===== config.mk =====
export PLATFORM = sky130hd
export DESIGN_NAME = dualmode_ctrl
export DESIGN_NICKNAME = d
export VERILOG_FILES = /design/src/rtl/dualmode_pkg.sv /design/src/rtl/dualmode_sync.sv /design/src/rtl/dualmode_busmon.sv /design/src/rtl/dualmode_fsm.sv /design/src/rtl/dualmode_ctrl.sv
export SDC_FILE = /design/constraint.sdc
export NUM_CORES = 1
export LEC_CHECK = 0
export BUFFER_PORTS_ARGS = -buffer_cell sky130_fd_sc_hd__buf_2
export CORE_MARGIN = 2
export CORE_UTILIZATION = 59
export CTS_BUF_LIST = sky130_fd_sc_hd__clkbuf_4 sky130_fd_sc_hd__clkbuf_8
export DETAILED_ROUTE_END_ITERATION = 6
export HOLD_SLACK_MARGIN = 0.03
export PLACE_DENSITY_LB_ADDON = 0.08
export SLEW_MARGIN = 25
export SYNTH_ARGS = -nofsm -noshare
export SYNTH_HDL_FRONTEND = slang
export SYNTH_HIERARCHICAL = 1
export SYNTH_SLANG_ARGS = --single-unit
export TNS_END_PERCENT = 5

===== constraint.sdc =====
create_clock -name clk -period 2.4 [get_ports clk]
set_input_delay 0.36 -clock clk [delete_from_list [all_inputs] [get_ports clk]]
set_output_delay 0.36 -clock clk [all_outputs]
set_load 0.005 [all_outputs]

===== src/rtl/dualmode_pkg.sv =====
// Package: shared mode encoding for the dual-mode controller.
// Assumes: two bits are enough for the three modes.
package dualmode_pkg;
    typedef enum logic [1:0] {
        MODE_STREAM = 2'd0,
        MODE_TRIAL  = 2'd1,
        MODE_BUS    = 2'd2
    } dm_mode_e;
endpackage


===== src/rtl/dualmode_sync.sv =====
// Module: two-flop synchronizer for W independent lines, plus a third
// stage that holds the previous synchronized value for edge detection.
// Assumes: each input level is held for at least three clk cycles.
module dualmode_sync #(
    parameter int W = 3
) (
    input  logic         clk,
    input  logic         rst_n,
    input  logic [W-1:0] raw_i,
    output logic [W-1:0] cur_o,
    output logic [W-1:0] prev_o
);
    for (genvar g = 0; g < W; g++) begin : g_line
        logic st1_q, st2_q, st3_q;
        // Shift the raw line through the sync stages; idle-high after reset
        always_ff @(posedge clk) begin
            if (!rst_n) begin
                st1_q <= 1'b1;
                st2_q <= 1'b1;
                st3_q <= 1'b1;
            end else begin
                st1_q <= raw_i[g];
                st2_q <= st1_q;
                st3_q <= st2_q;
            end
        end
        assign cur_o[g]  = st2_q;
        assign prev_o[g] = st3_q;
    end
endmodule


===== src/rtl/dualmode_busmon.sv =====
// Module: detects START/STOP, tracks the open frame and counts address
// bits, and says when an acknowledge falls in the address ack window.
// Assumes: synchronized current/previous SCL and SDA values.
module dualmode_busmon #(
    parameter int BITS_W = 4,
    parameter int ADDR_BITS = 8
) (
    input  logic clk,
    input  logic rst_n,
    input  logic scl_cur,
    input  logic scl_prev,
    input  logic sda_cur,
    input  logic sda_prev,
    input  logic cmd_ack_i,
    output logic ack_ok_o
);
    localparam logic [BITS_W-1:0] BITS_MAX = '1;

    logic              scl_hi, start_ev, stop_ev, scl_rise;
    logic              frame_q;
    logic [BITS_W-1:0] bits_q;

    // Condition decode from the synchronized line pair
    always_comb begin
        scl_hi   = scl_cur && scl_prev;
        start_ev = scl_hi && sda_prev && !sda_cur;
        stop_ev  = scl_hi && !sda_prev && sda_cur;
        scl_rise = scl_cur && !scl_prev;
    end

    // Frame open/close and saturating address-bit count
    always_ff @(posedge clk) begin
        if (!rst_n) begin
            frame_q <= 1'b0;
            bits_q  <= '0;
        end else if (start_ev) begin
            frame_q <= 1'b1;
            bits_q  <= '0;
        end else if (stop_ev) begin
            frame_q <= 1'b0;
        end else if (scl_rise && frame_q && bits_q != BITS_MAX) begin
            bits_q <= bits_q + 1'b1;
        end
    end

    assign ack_ok_o = cmd_ack_i && frame_q && (bits_q == BITS_W'(ADDR_BITS));


    frame_stop_chk: assert property (@(posedge clk) disable iff (!rst_n)
        stop_ev |=> !frame_q);

    frame_start_chk: assert property (@(posedge clk) disable iff (!rst_n)
        start_ev |=> (frame_q && bits_q == '0));
endmodule


===== src/rtl/dualmode_fsm.sv =====
// Module: mode state machine with saturating recovery counter, restart
// strobe and post-entry bus hold timer.
// Assumes: edge inputs are single-cycle pulses from the synchronizer.
module dualmode_fsm
    import dualmode_pkg::*;
#(
    parameter int REC_CLKS = 128,
    parameter int HOLD_CYC = 16,
    parameter int CNT_W    = $clog2(REC_CLKS) + 1,
    parameter int HOLD_W   = $clog2(HOLD_CYC + 1)
) (
    input  logic             clk,
    input  logic             rst_n,
    input  logic             scl_fall,
    input  logic             vclk_rise,
    input  logic             sda_oe_i,
    input  logic             ack_ok,
    output logic [1:0]       mode_o,
    output logic [CNT_W-1:0] cnt_o,
    output logic             restart_o,
    output logic             bus_en_o
);
    localparam logic [CNT_W-1:0]  CNT_TOP  = CNT_W'(REC_CLKS);
    localparam logic [CNT_W-1:0]  CNT_LAST = CNT_W'(REC_CLKS - 1);
    localparam logic [HOLD_W-1:0] HOLD_INIT = HOLD_W'(HOLD_CYC);

    dm_mode_e          mode_q;
    logic [CNT_W-1:0]  cnt_q;
    logic [HOLD_W-1:0] hold_q;
    logic              pend_q, restart_q;

    // Mode transitions, counter, pending restart and hold timer
    always_ff @(posedge clk) begin
        if (!rst_n) begin
            mode_q    <= MODE_STREAM;
            cnt_q     <= '0;
            hold_q    <= '0;
            pend_q    <= 1'b0;
            restart_q <= 1'b0;
        end else begin
            restart_q <= 1'b0;
            case (mode_q)
                MODE_STREAM: begin
                    if (scl_fall && !sda_oe_i) begin
                        mode_q <= MODE_TRIAL;
                        cnt_q  <= '0;
                        pend_q <= 1'b0;
                    end else if (vclk_rise && pend_q) begin
                        restart_q <= 1'b1;
                        pend_q    <= 1'b0;
                    end
                end
                MODE_TRIAL: begin
                    if (ack_ok) begin
                        mode_q <= MODE_BUS;
                        hold_q <= HOLD_INIT;
                    end else if (scl_fall) begin
                        cnt_q <= '0;
                    end else if (vclk_rise) begin
                        if (cnt_q == CNT_LAST) begin
                            cnt_q  <= CNT_TOP;
                            mode_q <= MODE_STREAM;
                            pend_q <= 1'b1;
                        end else begin
                            cnt_q <= cnt_q + 1'b1;
                        end
                    end
                end
                MODE_BUS: begin
                    if (hold_q != '0) hold_q <= hold_q - 1'b1;
                end
                default: mode_q <= MODE_STREAM;
            endcase
        end
    end

    assign mode_o    = mode_q;
    assign cnt_o     = cnt_q;
    assign restart_o = restart_q;
    assign bus_en_o  = (mode_q == MODE_BUS) && (hold_q == '0);


    bus_lock_chk: assert property (@(posedge clk) disable iff (!rst_n)
        (mode_q == MODE_BUS) |=> (mode_q == MODE_BUS));

    cnt_cap_chk: assert property (@(posedge clk) disable iff (!rst_n)
        cnt_q <= CNT_TOP);

    restart_mode_chk: assert property (@(posedge clk) disable iff (!rst_n)
        restart_q |-> (mode_q == MODE_STREAM));

    no_skip_chk: assert property (@(posedge clk) disable iff (!rst_n)
        (mode_q == MODE_STREAM) |=> (mode_q != MODE_BUS));

    bus_en_mode_chk: assert property (@(posedge clk) disable iff (!rst_n)
        bus_en_o |-> (mode_q == MODE_BUS));

    cnt_still_chk: assert property (@(posedge clk) disable iff (!rst_n)
        (mode_q == MODE_STREAM) |=> (mode_q != MODE_STREAM || $stable(cnt_q)));
endmodule


===== src/rtl/dualmode_ctrl.sv =====
// Module: top of the dual-mode controller; synchronizes the raw lines,
// monitors the two-wire bus and runs the mode state machine.
// Assumes: raw lines are asynchronous to clk; sda_oe_i and cmd_ack_i are
// already in the clk domain.
module dualmode_ctrl #(
    parameter int REC_CLKS = 128,
    parameter int HOLD_CYC = 16,
    parameter int CNT_W    = $clog2(REC_CLKS) + 1
) (
    input  logic             clk,
    input  logic             rst_n,
    input  logic             scl_i,
    input  logic             sda_i,
    input  logic             vclk_i,
    input  logic             sda_oe_i,
    input  logic             cmd_ack_i,
    output logic [1:0]       mode_o,
    output logic [CNT_W-1:0] vclk_cnt_o,
    output logic             restart_o,
    output logic             bus_en_o
);
    localparam int IDX_SCL = 0;
    localparam int IDX_SDA = 1;
    localparam int IDX_VCK = 2;

    logic [2:0] cur, prev;
    logic       scl_fall, vclk_rise, ack_ok;

    dualmode_sync #(.W(3)) u_sync (
        .clk    (clk),
        .rst_n  (rst_n),
        .raw_i  ({vclk_i, sda_i, scl_i}),
        .cur_o  (cur),
        .prev_o (prev)
    );

    // Edge pulses for the state machine
    always_comb begin
        scl_fall  = prev[IDX_SCL] && !cur[IDX_SCL];
        vclk_rise = !prev[IDX_VCK] && cur[IDX_VCK];
    end

    dualmode_busmon u_mon (
        .clk       (clk),
        .rst_n     (rst_n),
        .scl_cur   (cur[IDX_SCL]),
        .scl_prev  (prev[IDX_SCL]),
        .sda_cur   (cur[IDX_SDA]),
        .sda_prev  (prev[IDX_SDA]),
        .cmd_ack_i (cmd_ack_i),
        .ack_ok_o  (ack_ok)
    );

    dualmode_fsm #(
        .REC_CLKS (REC_CLKS),
        .HOLD_CYC (HOLD_CYC),
        .CNT_W    (CNT_W)
    ) u_fsm (
        .clk       (clk),
        .rst_n     (rst_n),
        .scl_fall  (scl_fall),
        .vclk_rise (vclk_rise),
        .sda_oe_i  (sda_oe_i),
        .ack_ok    (ack_ok),
        .mode_o    (mode_o),
        .cnt_o     (vclk_cnt_o),
        .restart_o (restart_o),
        .bus_en_o  (bus_en_o)
    );
endmodule


==> results of run 1 <==
==> metrics by stage <==
step	total power [mW]	util
floorplan	0.572	-
global placement	0.582	0.648
detailed placement	0.584	0.648
CTS	0.883	0.672
global route	0.903	0.672
finish	0.870	0.672
==> logic make-up (layout without fill, tap and decap cells) <==
group	Yosys count	after routing
muxes	2	2
xor gates and xnor gates	2	2
DFF	31	31
and+or+nand+nor	75	75
adders and majority gates	4	4
buffers and inverters	21	39
AOI/OAI and AO/OA	40	40
==> critical path: cells and delay by family (launching register included) <==
family | cells | cell delay (ps)
adders and majority gates | 1 | 190
DFF | 1 | 350
buffers and inverters | 2 | 180
and+or+nand+nor | 2 | 620
==> layout make-up <==
type                            count  area, µm²
Clock buffer                        5       37.5
Clock inverter                      3       20.0
Fill cell                         216        798
Inverter                           11       41.3
Multi-Input combinational cell    123        772
Sequential cell                    31        621
Tap cell                           30       37.5
Timing Repair Buffer               20        105
==> worst paths after layout <==
check,endpoint,cells past startpoint,startpoint
worst max register to register,u_fsm/cnt_o[3]$_SDFFE_PN0P_,8,u_mon/bits_q[0]$_SDFFE_PP0P_
worst max-delay path,bus_en_o,5,u_fsm/hold_q[0]$_SDFFE_PN0P_
worst min-delay path,u_sync/g_line[1].st1_q$_SDFF_PN1_,2,sda_i
worst min register to register,u_sync/g_line[0].st2_q$_SDFF_PN1_,1,u_sync/g_line[0].st1_q$_SDFF_PN1_
==> cells in the final DEF, fill, tap and decap left out, types with 3 or more instances in the layout <==
cell type and count:
dfxtp_1 31, buf_2 18, a21oi_1 15, nand2b_1 13, nor2_1 12, nand3_1 12, inv_1 11, nand2_1 11
o21ai_0 10, clkbuf_4 5, or3_1 4, ha_1 4, nor4_1 3, nand4_1 3, nor3_1 3
==> state kept, by name (all words and copies together), names as in the netlist <==
signal and count:
u_sync/g_line.st2_q 3, u_mon/bits_q 4, u_sync/g_line.st3_q 3, u_fsm/pend_q 1, u_fsm/hold_q 5, u_fsm/cnt_o 8, u_fsm/restart_o 1, u_mon/frame_q 1
u_fsm/mode_o 2, u_sync/g_line.st1_q 3
==> layer usage <==
layer  vias to the layer above  GRT usage  wire length (µm)
met3                         7     0.0601               134
met2                        36      0.335              1310
met1                       586      0.266              1380
met5                         -          0                 0
met4                         0     0.0917                44
li1                        656          -                 -
==> power groups by stage <==
stage	combinational [mW]	clock (mW)	sequential (mW)
3_5_place_dp	0.0422	0	0.542
6_report	0.0426	0.298	0.530
3_3_place_gp	0.0410	0	0.541
2_1_floorplan	0.0346	0	0.538
4_1_cts	0.0425	0.310	0.530
5_1_grt	0.0480	0.324	0.532
==> results.py, run 1 <==
metrics = {
    "clocking": {
        "cts_hold_repair.buffers": 0,
        "clock-root-buffer": "clkbuf_4",
        "clock-sinks": 31,
        "tritoncts": "done",
        "clock_insertion_delay_worst_skew_ps": 330,
        "cts-buffers-inserted": 5,
        "clk_transition_reported_paths_ps": 100,
        "postCtsResizedCells": 0,
        "clk_path_buf_depth": 2,
        "clock_h_tree_levels": 2,
        "postCtsSetupRepairBufs": 0,
    },
    "route": {
        "avgRoutedWirePerCell_um": 12.9,
        "via_per_inst": 5.76,
        "detailroute.via_count": 1285,
        "drtPass1Iterations": 4,
        "antenna_violating_nets_post_route": 0,
        "wl_um": 2870,
        "route.detailed.drc": 0,
        "detailedRoute.firstIterationViolations": 26,
    },
    "power_and_ir_drop": {
        "power.share.clock": 0.342,
        "internal_power_uw": 652,
        "combinationalPowerShare": 0.049,
        "total_leakage_power_nw": 0.622,
        "sw_frac_of_total": 0.250,
        "power.net_switching_uw": 218,
        "peakVddDrop_mv": 0.464,
        "power.share.sequential": 0.609,
        "power-per-cell-area_nw_per_um2": 533,
    },
    "floorplan": {
        "fp-row-count": 18,
        "initial_core_util": 0.615,
        "io-pin-count": 19,
        "dieArea_um2": 2950,
        "die_y_um": 54.3,
        "floorplan.die.width_um": 54.3,
        "coreArea_um2": 2430,
    },
    "synth": {
        "postSynthCellCount": 175,
        "yosys.cell_types.count": 43,
        "netlist.area_leader.share": 0.415,
        "synth-simple-area-share": 0.286,
        "synthFlopType": "dfxtp_1",
        "synth_top_family_by_area": "simple AND/OR/NAND/NOR gates",
        "synth_async_sr_flop_share": 0,
        "cell_area_synth_um2": 1500,
        "post_synth_fa_ha_maj_area_fraction": 0.0335,
        "synthesized_area_per_cell_um2": 8.54,
        "count_of_flip_flops_with_a_built_in_enable_after_synthesis": 0,
        "yosysMostFrequentCell": "dfxtp_1",
        "synth.cells.most_frequent": "31 x dfxtp_1, 15 x a21oi_1, 13 x nand2b_1",
        "post_synthesis_register_bit_count": 31,
        "synth_area_leaders": "dfxtp_1 42%, nand2b_1 5.4%, a21oi_1 5.0%",
        "synthesis.yosys.warnings": 6,
        "synth_fp_nets": 186,
        "fraction_of_the_mapped_netlist_area_in_compound_gates": 0.170,
        "synth-seq-area-share": 0.415,
        "synth.area.mux_share": 0.0151,
        "yosys.area_share.xor_xnor": 0.0117,
        "post-synth-top-area-cell": "dfxtp_1",
    },
    "sta": {
        "finalHoldWorstSlack_ps": 209,
        "maxClockFrequency_ghz": 0.494,
        "max_slew_margin": 0.504,
        "drv_slew": 0,
        "final_min_period_over_clock_period": 0.843,
        "report.final.hold_viol_count": 0,
        "final.min_clock_period_ps": 2020,
        "layout_setup_ws_ps": 376,
        "worst_pin_slew_ps": 742,
        "final.setup_skew_ps": 5.92,
        "timing.final.setup_violations": 0,
        "rsz0062_at_grt": "false",
        "final_total_negative_setup_slack_ps": 0,
    },
    "critical_path": {
        "biggest_fanout_along_the_worst_timing_path": 4,
        "r2r_setup_slack_ps": 430,
        "arrival_ps": 1660,
        "cpMaxStageDelayCell": "or4b_1",
        "critical_path.startpoint_type": "flip-flop",
        "cp-end-kind": "output port",
        "critical-path-max-stage-delay_ps": 510,
        "crit_chain": "inv_1 -> ha_1 -> or4b_1 -> nor2_1 -> buf_2",
        "critPathKind": "reg2out",
        "crit_required_ps": 2040,
    },
    "placement": {
        "placed_area_um2": 1580,
        "place_inst": 215,
        "preCtsSetupSlack_ps": 453,
        "hpwlAfterDp_um": 2060,
        "place.gp.congestion": 0.777,
        "port-buffer-count": 18,
    },
    "layout": {
        "finalNetCount": 203,
        "stdcell_count": 223,
        "post_route_cells_drive_above_1_share": 0.176,
        "finalInstanceArea_um2": 1630,
        "synthToLayoutAreaGrowth_pct": 9.29,
        "insertedDiodeCount": 0,
    },
    "global_routing": {
        "initial_antenna_violation_count": 0,
        "grt_pass1_vias": 1042,
        "wire_length_of_the_first_global_routing_pass_um": 4440,
        "pin_count_of_the_biggest_net_entering_global_routing": 20,
        "residual_overflow_from_global_routing": 0,
        "globalRouteTotalUtil": 0.211,
    },
    "flow_run": {
        "drv.max_cap_violation_count": 0,
    },
    "run_status": {
        "run_status": "finished clean",
    },
    "hold_path": {
        "hold_wc_path_type": "in2reg",
    },
}
Note: power is estimated with default switching activity, not from simulation.
==> run 2: changes to the inputs <==
CORE_UTILIZATION = 53   (was 59)
clock period = 1.8 ns   (was 2.4 ns; I/O delays follow)
==> run 2 against run 1 <==
  * Sequential power grew 33%
  * Total power rose by 34%
  * First-iteration DRC count increased to 3.1 times the previous value
  * Cell count increased by 8.1%
  * Clock skew decreased by 4.4 ps
  * Via count grew 5.6%
  * Critical endpoint unchanged
==> results.py, run 2 (synthesis results as in run 1) <==
metrics = {
    "critical_path": {
        "critPathKind": "reg2out",
        "crit_required_ps": 1530,
        "cp-end-kind": "output port",
        "r2r_setup_slack_ps": 30,
        "critical_path.startpoint_type": "flip-flop",
        "arrival_ps": 1500,
        "biggest_fanout_along_the_worst_timing_path": 2,
    },
    "placement": {
        "placed_area_um2": 1650,
        "hpwlAfterDp_um": 2130,
        "place_inst": 226,
        "place.gp.congestion": 0.779,
        "port-buffer-count": 18,
    },
    "run_status": {
        "run_status": "finished clean",
    },
    "sta": {
        "finalHoldWorstSlack_ps": 121,
        "timing.final.setup_violations": 0,
        "final.min_clock_period_ps": 1770,
        "drv_slew": 0,
        "final_total_negative_setup_slack_ps": 0,
        "maxClockFrequency_ghz": 0.565,
        "final_min_period_over_clock_period": 0.983,
        "rsz0062_at_grt": "true",
        "final.setup_skew_ps": 1.50,
        "worst_pin_slew_ps": 567,
        "report.final.hold_viol_count": 0,
        "max_slew_margin": 0.618,
    },
    "floorplan": {
        "coreArea_um2": 2710,
        "floorplan.die.width_um": 57.1,
        "io-pin-count": 19,
        "die_y_um": 57.1,
        "dieArea_um2": 3260,
        "initial_core_util": 0.552,
        "fp-row-count": 19,
    },
    "clocking": {
        "clock-sinks": 31,
        "tritoncts": "done",
        "clk_transition_reported_paths_ps": 90,
        "clk_path_buf_depth": 2,
        "clock_h_tree_levels": 2,
        "cts-buffers-inserted": 5,
        "clock_insertion_delay_worst_skew_ps": 320,
        "clock-root-buffer": "clkbuf_4",
    },
    "route": {
        "antenna_violating_nets_post_route": 0,
        "via_per_inst": 5.63,
        "wl_um": 3060,
        "drtPass1Iterations": 4,
        "route.detailed.drc": 0,
        "detailedRoute.firstIterationViolations": 81,
        "avgRoutedWirePerCell_um": 12.7,
        "detailroute.via_count": 1357,
    },
    "layout": {
        "mostFrequentLayoutCell": "dfxtp_1",
        "synthToLayoutAreaGrowth_pct": 21.8,
        "seqCellArea_um2": 626,
        "postLayoutCoreUtil": 0.672,
        "multiInputGateArea_um2": 825,
        "finalInstanceArea_um2": 1820,
        "insertedDiodeCount": 0,
        "post_route_cells_drive_above_1_share": 0.319,
        "n_fill_cell": 235,
        "layout.cells.most_common_list": "27 x dfxtp_1, 19 x buf_4, 18 x buf_2",
        "max_ffs_per_register": 8,
        "finalNetCount": 220,
        "stdcell_count": 241,
    },
    "power_and_ir_drop": {
        "total_leakage_power_nw": 0.719,
        "peakVddDrop_mv": 0.749,
        "power-per-cell-area_nw_per_um2": 643,
    },
    "global_routing": {
        "wire_length_of_the_first_global_routing_pass_um": 5130,
        "residual_overflow_from_global_routing": 0,
        "initial_antenna_violation_count": 0,
        "globalRouteTotalUtil": 0.199,
        "pin_count_of_the_biggest_net_entering_global_routing": 15,
        "grt_pass1_vias": 1291,
    },
    "flow_run": {
        "drv.max_cap_violation_count": 0,
    },
    "hold_path": {
        "hold_wc_path_type": "in2reg",
    },
}
## run 2: routing by layer
| metal | track usage | vias to the layer above | share of wire |
|---|---|---|---|
| met5 | 0 | - | 0 |
| li1 | - | 687 | - |
| met3 | 0.0476 | 2 | 0.042 |
| met2 | 0.343 | 39 | 0.50 |
| met1 | 0.230 | 629 | 0.45 |
| met4 | 0.0963 | 0 | 0.0069 |
## run 2: worst max-delay path, stage by stage, from the launching register on
cell     delay, ps
dfxtp_2        330
inv_2           60
ha_4           130
or4b_4         460
nor2_2          90
buf_2          110
## run 2: power by group
group,switching [mW],internal (mW)
combinational,0.0374,0.0329
clock,0.230,0.166
sequential,0.00799,0.697
## run 2: repair_timing
item,4_1_cts,5_1_grt
pin swaps,3,10
resized for setup,7,9
hold buffers,0,0
setup buffers,6,1
setup endpoints to repair,2,10
## run 2: area by class of cell
type / instances / share of cell area
Clock inverter: 2 / 0.00687
Timing Repair Buffer: 37 / 0.128
Tap cell: 31 / 0.0213
Inverter: 11 / 0.0227
Sequential cell: 31 / 0.344
Clock buffer: 6 / 0.0247
Multi-Input combinational cell: 123 / 0.453
## run 2: final timing paths
kind | start | end | cells past startpoint
setup / recovery | u_fsm/hold_q[0]$_SDFFE_PN0P_ | bus_en_o | 5
hold / removal | sda_i | u_sync/g_line[1].st1_q$_SDFF_PN1_ | 2
setup reg to reg | u_mon/bits_q[0]$_SDFFE_PP0P_ | u_fsm/cnt_o[1]$_SDFFE_PN0P_ | 9
hold reg to reg | u_sync/g_line[1].st1_q$_SDFF_PN1_ | u_sync/g_line[1].st2_q$_SDFF_PN1_ | 1
## run 2: metrics by stage
step	setup WS, ps	power [mW]
3_3_place_gp	43.2	0.784
4_1_cts	-18.3	1.19
6_report	30.6	1.17
3_5_place_dp	-21.7	0.786
5_1_grt	-61.6	1.22
2_1_floorplan	15.3	0.763
